===== config.mk =====
export PLATFORM = sky130hd
export DESIGN_NAME = simt_diverge_unit
export DESIGN_NICKNAME = d
export VERILOG_FILES = /design/src/rtl/simt_div_pkg.sv /design/src/rtl/simt_div_ctrl.sv /design/src/rtl/simt_div_datapath.sv /design/src/rtl/simt_diverge_unit.sv
export SDC_FILE = /design/constraint.sdc
export NUM_CORES = 1
export LEC_CHECK = 0
export BUFFER_PORTS_ARGS = -buffer_cell sky130_fd_sc_hd__buf_2
export CORE_MARGIN = 2
export CORE_UTILIZATION = 64
export DETAILED_ROUTE_END_ITERATION = 8
export PLACE_DENSITY = 0.9
export SYNTH_ARGS = -nofsm -noshare
export SYNTH_HDL_FRONTEND = slang
export SYNTH_SLANG_ARGS = --single-unit

===== constraint.sdc =====
create_clock -name clk -period 7.15 [get_ports clk]
set_clock_uncertainty 0.1 [all_clocks]
set_input_delay 0.715 -clock clk [delete_from_list [all_inputs] [get_ports clk]]
set_output_delay 0.715 -clock clk [all_outputs]
set_load 0.01 [all_outputs]

===== src/rtl/simt_div_pkg.sv =====
package simt_div_pkg;
  typedef struct packed {
    logic launch;
    logic seq;
    logic jumpTaken;
    logic jumpFall;
    logic diverge;
    logic overflow;
    logic switchPath;
    logic pop;
  } divStrobes_t;
endpackage


===== src/rtl/simt_div_ctrl.sv =====
module simt_div_ctrl
  import simt_div_pkg::*;
#(
  parameter int LANES = 32
) (
  input  logic             launch,
  input  logic             advance,
  input  logic             isBranch,
  input  logic [LANES-1:0] condVec,
  input  logic [LANES-1:0] activeMask,
  input  logic             atReconv,
  input  logic             tosPending,
  input  logic             stackFull,
  output divStrobes_t      strb,
  output logic             issueValid
);
  logic [LANES-1:0] effCond;

  assign effCond    = condVec & activeMask;
  assign issueValid = !atReconv;

  always_comb begin
    strb = '0;
    if (launch) begin
      strb.launch = 1'b1;
    end else if (atReconv) begin
      if (tosPending) strb.switchPath = 1'b1;
      else            strb.pop        = 1'b1;
    end else if (advance) begin
      if (!isBranch)                  strb.seq       = 1'b1;
      else if (effCond == activeMask) strb.jumpTaken = 1'b1;
      else if (effCond == '0)         strb.jumpFall  = 1'b1;
      else if (stackFull)             strb.overflow  = 1'b1;
      else                            strb.diverge   = 1'b1;
    end
  end
endmodule


===== src/rtl/simt_div_datapath.sv =====
module simt_div_datapath
  import simt_div_pkg::*;
#(
  parameter int LANES = 32,
  parameter int PCW   = 32,
  parameter int DEPTH = 4,
  parameter int STEP  = 4
) (
  input  logic             clk,
  input  logic             rstN,
  input  divStrobes_t      strb,
  input  logic [PCW-1:0]   launchPc,
  input  logic [LANES-1:0] condVec,
  input  logic [PCW-1:0]   takenPc,
  input  logic [PCW-1:0]   fallPc,
  input  logic [PCW-1:0]   reconvPc,
  output logic [PCW-1:0]   pc,
  output logic [LANES-1:0] activeMask,
  output logic             stackErr,
  output logic             atReconv,
  output logic             tosPending,
  output logic             stackFull
);
  localparam int DW   = $clog2(DEPTH + 1);
  localparam int IDXW = (DEPTH > 1) ? $clog2(DEPTH) : 1;

  typedef struct packed {
    logic [PCW-1:0]   rejoin;
    logic [PCW-1:0]   waitPc;
    logic [LANES-1:0] lanes;
    logic             waiting;
  } frame_t;

  frame_t           frames [DEPTH];
  frame_t           tos;
  logic [DW-1:0]    depth;
  logic [DW-1:0]    depthM1;
  logic [IDXW-1:0]  tosIdx;
  logic [IDXW-1:0]  pushIdx;
  logic [LANES-1:0] effCond;

  assign effCond    = condVec & activeMask;
  assign depthM1    = depth - 1'b1;
  assign tosIdx     = depthM1[IDXW-1:0];
  assign pushIdx    = depth[IDXW-1:0];
  assign tos        = frames[tosIdx];
  assign stackFull  = (depth == DW'(DEPTH));
  assign atReconv   = (depth != '0) && (pc == tos.rejoin);
  assign tosPending = tos.waiting;

  for (genvar i = 0; i < DEPTH; i++) begin : g_frame
    always_ff @(posedge clk or negedge rstN) begin
      if (!rstN) begin
        frames[i] <= '0;
      end else if (strb.diverge && pushIdx == IDXW'(i)) begin
        frames[i] <= '{rejoin: reconvPc, waitPc: fallPc,
                       lanes: activeMask & ~condVec, waiting: 1'b1};
      end else if (strb.switchPath && tosIdx == IDXW'(i)) begin
        frames[i].lanes   <= frames[i].lanes | activeMask;
        frames[i].waiting <= 1'b0;
      end
    end
  end

  always_ff @(posedge clk or negedge rstN) begin
    if (!rstN) begin
      pc         <= '0;
      activeMask <= '1;
      depth      <= '0;
      stackErr   <= 1'b0;
    end else begin
      unique case (1'b1)
        strb.launch: begin
          pc         <= launchPc;
          activeMask <= '1;
          depth      <= '0;
          stackErr   <= 1'b0;
        end
        strb.seq:       pc <= pc + PCW'(STEP);
        strb.jumpTaken: pc <= takenPc;
        strb.jumpFall:  pc <= fallPc;
        strb.diverge: begin
          pc         <= takenPc;
          activeMask <= effCond;
          depth      <= depth + 1'b1;
        end
        strb.overflow: begin
          pc         <= takenPc;
          activeMask <= effCond;
          stackErr   <= 1'b1;
        end
        strb.switchPath: begin
          pc         <= tos.waitPc;
          activeMask <= tos.lanes;
        end
        strb.pop: begin
          activeMask <= tos.lanes;
          depth      <= depthM1;
        end
        default: ;
      endcase
    end
  end
endmodule


===== src/rtl/simt_diverge_unit.sv =====
module simt_diverge_unit
  import simt_div_pkg::*;
#(
  parameter int LANES = 32,
  parameter int PCW   = 32,
  parameter int DEPTH = 4,
  parameter int STEP  = 4
) (
  input  logic             clk,
  input  logic             rstN,
  input  logic             launch,
  input  logic [PCW-1:0]   launchPc,
  input  logic             advance,
  input  logic             isBranch,
  input  logic [LANES-1:0] condVec,
  input  logic [PCW-1:0]   takenPc,
  input  logic [PCW-1:0]   fallPc,
  input  logic [PCW-1:0]   reconvPc,
  output logic [PCW-1:0]   pc,
  output logic [LANES-1:0] activeMask,
  output logic             issueValid,
  output logic             stackErr
);
  divStrobes_t strb;
  logic atReconv, tosPending, stackFull;

  simt_div_ctrl #(.LANES(LANES)) u_ctrl (
    .launch(launch), .advance(advance), .isBranch(isBranch),
    .condVec(condVec), .activeMask(activeMask), .atReconv(atReconv),
    .tosPending(tosPending), .stackFull(stackFull),
    .strb(strb), .issueValid(issueValid)
  );

  simt_div_datapath #(.LANES(LANES), .PCW(PCW), .DEPTH(DEPTH), .STEP(STEP)) u_dp (
    .clk(clk), .rstN(rstN), .strb(strb), .launchPc(launchPc),
    .condVec(condVec), .takenPc(takenPc), .fallPc(fallPc), .reconvPc(reconvPc),
    .pc(pc), .activeMask(activeMask), .stackErr(stackErr),
    .atReconv(atReconv), .tosPending(tosPending), .stackFull(stackFull)
  );
endmodule


==> results.md, run 1 <==
* Outcome: complete, but fails checks
* Violated checks: DRC
* Yosys warns at 0
* Crit path capture: issueValid
* Placer congestion estimate at slightly below 1
* Setup TNS at 0 ns
* Worst r2r src: u_dp.depth[0]
* Final min period at 6.58 ns
* Die footprint at 37200 µm²
* Most area-consuming cells after synthesis: dfrtp_1 46%, mux2_2 13%, mux4_2 8.4%, a221o_1 5.3%, dfstp_2 3.7%
* Part of the cycle the worst path needs at between 90% and 100%
* Final Cell Area at roughly 26000 µm²
* Max Cap Violations at 0
* Rows at between 60 and 70
* Max-Slew Margin vs Limit at about 17%
* Count of unique library cells instantiated by Yosys at 65
* Worst path arrival time at between 5 and 6 ns
* Final ANT Viol Nets at 0
* Largest family of logic cells by synthesized area: multiplexers
* # port buffers at 230
* Post-synthesis cell count at approximately 1800
* Compound-Gate Fraction of Synth Area at a little under an eighth
* Final core utilization at between 70% and 80%
* R2R Setup Slk at approximately 1.1 ns
* Initial antenna violation count at 10
* Initial Util at 64.6%
* R2R Path End: u_dp.pc[8]
* CTS sink count at roughly 460
* Clock Pin Slew Worst Setup and Hold Paths at around 0.060 ns
* Area growth syn-to-layout at 12.6%
* Ys flop type: dfrtp_1
* Die Span Y at 193 µm
* Setup Viol. Count Final at 0
* H-tree levels at 2
* Top cells by count, synth: 424 x dfrtp_1, 258 x mux2_2, 149 x nor2_1
* Syn nets at about 2000
* First-pass GRT wire length at 113000 µm
* Worst hold slack at 0.0876 ns
* Congestion Overflow GR at 0
* Top Layer Used: met5
* Post-DR vias/cell at 7.57
* Switching part of the total at 27.9%
* Met1 wire length at about 25000 µm
* Critical path class: reg2out
* Post-synthesis register bit count at roughly 460
* Die Wd at between 150 and 200 µm
* Seq pwr share at 47.3%
* DRC viols at roughly 210
* Register area share after synthesis at between 50% and 60%
* Share of cells above drive strength 1 at ~36%
* Later-pin clock latency in the skew report at 0.60 ns
* Post-Synth Adder-Cell Area at less than 1%
* Post-synth EDFFs at 0
* CTS tree: built
* Largest net degree at the start of global routing at approximately 170
* Num CTS Buffers at 48
* Core area at 35400 µm²
* Vias in the first global route at between 15000 and 20000
* Tot Pwr at between 0.007 and 0.008 W
* Final hold violation count at 0
* Worst VDD drop at 0.304 mV
* CP endpoint kind: primary output
* Avg Cell Area, Syn at 12.4 µm²
* RSZ-0062 raised after global routing: false
* Postcts setup bufs at 0
* Worst Max-Slew Pin Slew at between 1 and 1.5 ns
* Reg2reg path depth at 12
* Leakage power at between 10 and 15 nW
* I/O pins at ~230
* Post-CTS Resized at 0
* Post-Synthesis Cell Area at 22900 µm²
* Placed cell areas at ~24000 µm²
* Clock share of power at between 30% and 40%
* Max clock buf depth at 3
* Fin nets at 2169
* Beginning of the critical path: u_dp.depth[0]
* Hold buffers post-CTS at 0
* Mux contribution to synthesized area at approximately 22%
* Synth Area in XOR/XNOR at 2.30%
* CP startpoint kind: flop
* Routed wire per std cell at roughly 30 µm
* Ys async rst share at 100%
* Switch Pwr at between 0.0015 and 0.002 W
* Metal3 WL at 10400 µm
* Synth area leader: dfrtp_1
* Worst path required time at about 6.3 ns
* Post-DP HPWL at between 40000 and 50000 µm
* Met2 routed WL at roughly 34000 µm
* Logic gate share of total power at ~17%
* Simple-Gate Fraction of Synth Area at 9.63%
* Top-count cell post-synth: dfrtp_1
* Total GRT Usage at 40.8%
* Initial DRC count at approximately 2900
* Initial DRT Pass Iterations at 9
* Vias at 18926
* Slew Viols, Final at 0
* PwrDens at 275 nW/µm²
* DRT Wirelength at roughly 75000 µm
* Int Pwr at between 0.005 and 0.006 W
* Yosys top cell area share at 46.4%
* F_max at 152 MHz
* CTS root buf: clkbuf_16
* Hold crit path type: in2async
* Max FO, Critical Path at 46
## placed cells by master, fill, tap and decap left out, types with 4 or more instances in the layout
master     synthesis  layout
a211o_1           12      12
a21oi_1           10      10
a221o_1          122     122
a221oi_1           7       7
a22oi_1           21      21
a31oi_1           14      13
a32o_1             6       6
a32oi_1           20      20
and2_1            12      12
and3_1            13      13
buf_12             0       4
buf_2             64     229
buf_4             21      28
clkbuf_1          62       7
clkbuf_16          0      49
clkbuf_8           0      12
clkinv_2           0      10
dfrtp_1          424     423
dfstp_2           32      32
diode_2            0       9
ha_1               7       6
inv_1             18      18
mux2_2           258     258
mux2i_1           25      25
mux4_2            85      85
nand2_1          102     102
nand2b_1          35      35
nand3_1           70      70
nand4_1           39      39
nor2_1           149     146
nor2b_1            5       5
nor3_1            20      20
nor4_1             6       6
o211ai_1          41      41
o21ai_0           19      19
o32a_1             4       4
or4_1              4       4
xnor2_1           47      47
xor2_1            13      13
## power groups by stage
stage	Sequential [W]	Combinational, W	Clock [W]
2_1_floorplan	0.00323	0.000839	0
3_3_place_gp	0.00331	0.00111	0
3_5_place_dp	0.00336	0.00117	0
4_1_cts	0.00332	0.00119	0.00250
5_1_grt	0.00338	0.00128	0.00262
6_report	0.00335	0.00121	0.00252
## layout make-up
class / count / area [µm²]
diodes: 9 / 22.5
flip-flops and latches: 456 / 11500
well taps: 461 / 577
repair buffers: 262 / 1450
clock buffers: 68 / 1420
multi-input cells: 1209 / 10600
fillers: 2137 / 9650
inverters: 20 / 75.1
clock inverters: 16 / 144
## sequential cells by signal (all words and copies together) (netlist names)
register and flops:
u_dp.pc 32, u_dp.depth 3, u_dp.activeMask 32, u_dp.stackErr 1, u_dp.frames 388
## worst max-delay path: stages, from the launching register on
cell	delay, ns
dfrtp_4	0.79
inv_1	0.33
ha_4	0.88
mux4_2	0.45
xnor2_1	0.23
o21ai_1	0.13
or4_4	0.57
or2_1	0.64
nor2_4	0.53
inv_2	0.09
buf_4	0.28
buf_2	0.20
## how the worst min path moves through the flow
| stage | from | cells after the start | end | slack, ns |
|---|---|---|---|---|
| 6_report | rstN | 1 | u_dp.frames[8] | 0.09 |
| 4_1_cts | rstN | 1 | u_dp.frames[204] | 0.18 |
| 2_1_floorplan | rstN | 0 | u_dp.depth[0] | 0.32 |
| 5_1_grt | rstN | 1 | u_dp.frames[8] | 0.22 |
| 3_3_place_gp | u_dp.frames[265] | 1 | u_dp.frames[265] | 0.38 |
| 3_5_place_dp | u_dp.frames[243] | 1 | u_dp.frames[243] | 0.39 |
## through the flow
step / std cells / setup slack [ns]
final: 2501 / 0.573
after global routing: 2496 / 0.254
after CTS: 2492 / 0.698
after detailed placement: 2408 / 1.42
after global placement: 2408 / 1.53
after floorplan: 1840 / 2.81
## metal layers
| metal | global-route usage [%] | vias to the layer above |
|---|---|---|
| li1 | - | 7322 |
| met1 | 49.4 | 9346 |
| met2 | 63.0 | 1745 |
| met3 | 14.2 | 511 |
| met4 | 25.8 | 2 |
| met5 | 0.133 | - |
## logic make-up (layout without fill, tap and decap cells)
kind of cell	after synthesis	in the layout
xor+xnor	60	60
flops	456	456
fa+ha+maj	7	7
compound gates	308	308
mux	368	368
simple gates	466	466
buf+inv	175	366
other cells	0	9
(Power assumes the default switching activity.)
==> run 2, diff against run 1 <==
Settings changed: CORE_UTILIZATION 64 to 45, PLACE_DENSITY 0.9 to 0.68.
==> results.md, run 2 (synthesis gave the netlist of run 1 again) <==
* CTS sink count at 456 (unchanged)
* Area growth syn-to-layout at 14.4% (was 12.6%)
* Slew Viols, Final at 0 (unchanged)
* Reg with most FFs: u_dp.frames (unchanged)
* Worst hold slack at 0.0930 ns (was 0.0876 ns)
* Worst path arrival time at 4.99 ns (was 5.76 ns)
* Die Wd at 229 µm (was 193 µm)
* Most common cell after layout, fill and taps aside: dfrtp_1 (unchanged)
* Max-Slew Margin vs Limit at 25.0% (was 17.1%)
* Share of cells above drive strength 1 at 35.6% (was 35.9%)
* Clock Pin Slew Worst Setup and Hold Paths at 0.06 ns (about the same)
* Later-pin clock latency in the skew report at 0.60 ns (about the same)
* Hold crit path type: in2async (unchanged)
* Crit path cell chain: inv_1 -> ha_4 -> mux2i_1 -> and3_1 -> or4_4 -> a2111oi_4 -> nand4_1 -> buf_4 -> nor2_4 -> inv_2 -> buf_2 (was inv_1 -> ha_4 -> mux4_2 -> xnor2_1 -> o21ai_1 -> or4_4 -> or2_1 -> nor2_4 -> inv_2 -> buf_4 -> buf_2)
* I/O pins at 231 (unchanged)
* Setup TNS at 0 ns (unchanged)
* CP max stage cell: ha_4 (unchanged)
* Num CTS Buffers at 49 (was 48)
* Post-DP HPWL at 46600 µm (was 45800 µm)
* Biggest regs: u_dp.frames: 388 flops, u_dp.activeMask: 32 flops, u_dp.pc: 32 flops (unchanged)
* Worst Max-Slew Pin Slew at 1.12 ns (was 1.24 ns)
* CP bufs+invs at 4 (unchanged)
* Congestion Overflow GR at 0 (unchanged)
* # port buffers at 230 (unchanged)
* CP endpoint kind: primary output (unchanged)
* Largest net degree at the start of global routing at 185 (was 171)
* Final Cell Area at 26100 µm² (was 25700 µm²)
* Max FO, Critical Path at 46 (unchanged)
* Total GRT Usage at 27.1% (was 40.8%)
* PnR worst setup slack at 1.35 ns (was 0.573 ns)
* Max clock buf depth at 3 (unchanged)
* Core area at 50200 µm² (was 35400 µm²)
* Initial DRC count at 1943 (was 2893)
* Postcts setup bufs at 0 (unchanged)
* Worst path required time at 6.34 ns (about the same)
* Hold buffers post-CTS at 0 (unchanged)
* Placed instance count at 2616 (was 2408)
* Cell family with most CP delay: buffers and inverters (was simple AND/OR/NAND/NOR gates)
* Die footprint at 52600 µm² (was 37200 µm²)
* CTS tree: built (unchanged)
* Pre-CTS setup slack at 1.71 ns (was 1.42 ns)
* Number of fill cells at 4287 (was 2137)
* RSZ-0062 raised after global routing: false (unchanged)
* DRC viols at 0 (was 209)
* Critical path class: reg2out (unchanged)
* Part of the cycle the worst path needs at 81.2% (was 92.0%)
* Initial Util at 45.6% (was 64.6%)
* DRT Wirelength at 71500 µm (was 74800 µm)
* PwrDens at 272 nW/µm² (was 275 nW/µm²)
* Final min period at 5.80 ns (was 6.58 ns)
* Post-DR vias/cell at 6.43 (was 7.57)
* Vias at 17407 (was 18926)
* Setup Viol. Count Final at 0 (unchanged)
* Initial DRT Pass Iterations at 7 (was 9)
* Most frequent cells in the layout: 423 x dfrtp_1, 258 x mux2_2, 229 x buf_2 (unchanged)
* Placed cell areas at 24500 µm² (was 24200 µm²)
* Placer congestion estimate at 0.926 (was 0.961)
* Final hold violation count at 0 (unchanged)
* Die Span Y at 229 µm (was 193 µm)
* Final ANT Viol Nets at 0 (unchanged)
* F_max at 172 MHz (was 152 MHz)
* Routed wire per std cell at 26.4 µm (was 29.9 µm)
* Finished Layout Cells at 2709 (was 2501)
* CP startpoint kind: flop (unchanged)
* Leakage power at 11.6 nW (about the same)
* Outcome: completed (was complete, but fails checks)
* Fin nets at 2167 (was 2169)
* Slowest stage delay, CP at 0.84 ns (was 0.88 ns)
* Max Cap Violations at 0 (unchanged)
* Vias in the first global route at 17562 (was 19078)
* Worst VDD drop at 0.205 mV (was 0.304 mV)
* Rows at 82 (was 69)
* First-pass GRT wire length at 109000 µm (was 113000 µm)
* CTS root buf: clkbuf_16 (unchanged)
* H-tree levels at 2 (unchanged)
* Initial antenna violation count at 6 (was 10)
* Max FFs per register at 388 (unchanged)
* Post-CTS Resized at 0 (unchanged)
==> run 2: cell type report <==
| class | count | area (µm²) | area share [%] |
|---|---|---|---|
| inverter | 20 | 75.1 | 0.287 |
| antenna | 2 | 5.00 | 0.0191 |
| tap | 672 | 841 | 3.22 |
| sequential | 456 | 11500 | 43.8 |
| clock buffer | 77 | 1460 | 5.59 |
| multi-input combinational | 1209 | 10600 | 40.6 |
| clock inverter | 14 | 213 | 0.814 |
| timing repair buffer | 259 | 1490 | 5.70 |
==> run 2: final timing paths <==
kind,startpoint,to,slack [ns],cells past startpoint
min in group clk,takenPc[7],u_dp.pc[7],0.24,3
setup reg to reg,u_dp.depth[0],u_dp.frames[312],1.60,13
hold / removal,rstN,u_dp.frames[10],0.09,1
max in group asynchronous,rstN,u_dp.depth[0],5.23,2
setup / recovery,u_dp.depth[0],issueValid,1.35,11
hold reg to reg,u_dp.stackErr,u_dp.stackErr,0.40,1
==> run 2: worst reg2reg max path, cell delays in order, from the launching register on <==
cell and delay [ns]:
dfrtp_4 0.63, inv_1 0.27, ha_4 0.84, mux2i_1 0.30, and3_1 0.24, or4_4 0.54, a2111oi_4 0.36, nand4_1 0.16
buf_4 0.30, nor2_4 0.13, buf_4 0.58, and3_1 0.28, buf_4 0.46, a221o_1 0.25
==> run 2: routing by layer <==
layer	track usage, %	vias to the layer above	wire length [µm]
met4	9.70	8	2550
met1	35.8	8948	28100
met2	43.0	971	33300
li1	-	7319	-
met5	0	-	43
met3	7.38	161	7480
==> run 2: metrics by stage <==
stage	total power [W]	utilization, %
after floorplan	0.00407	-
after global placement	0.00444	48.8
after detailed placement	0.00451	48.8
after CTS	0.00714	52.1
after global routing	0.00739	52.1
final	0.00711	52.1
==> run 2: power breakdown <==
part | switching [W] | internal [W] | total [W]
sequential | 0.000300 | 0.00302 | 0.00332
clock | 0.00108 | 0.00155 | 0.00263
combinational | 0.000523 | 0.000641 | 0.00116
total | 0.00190 | 0.00521 | 0.00711
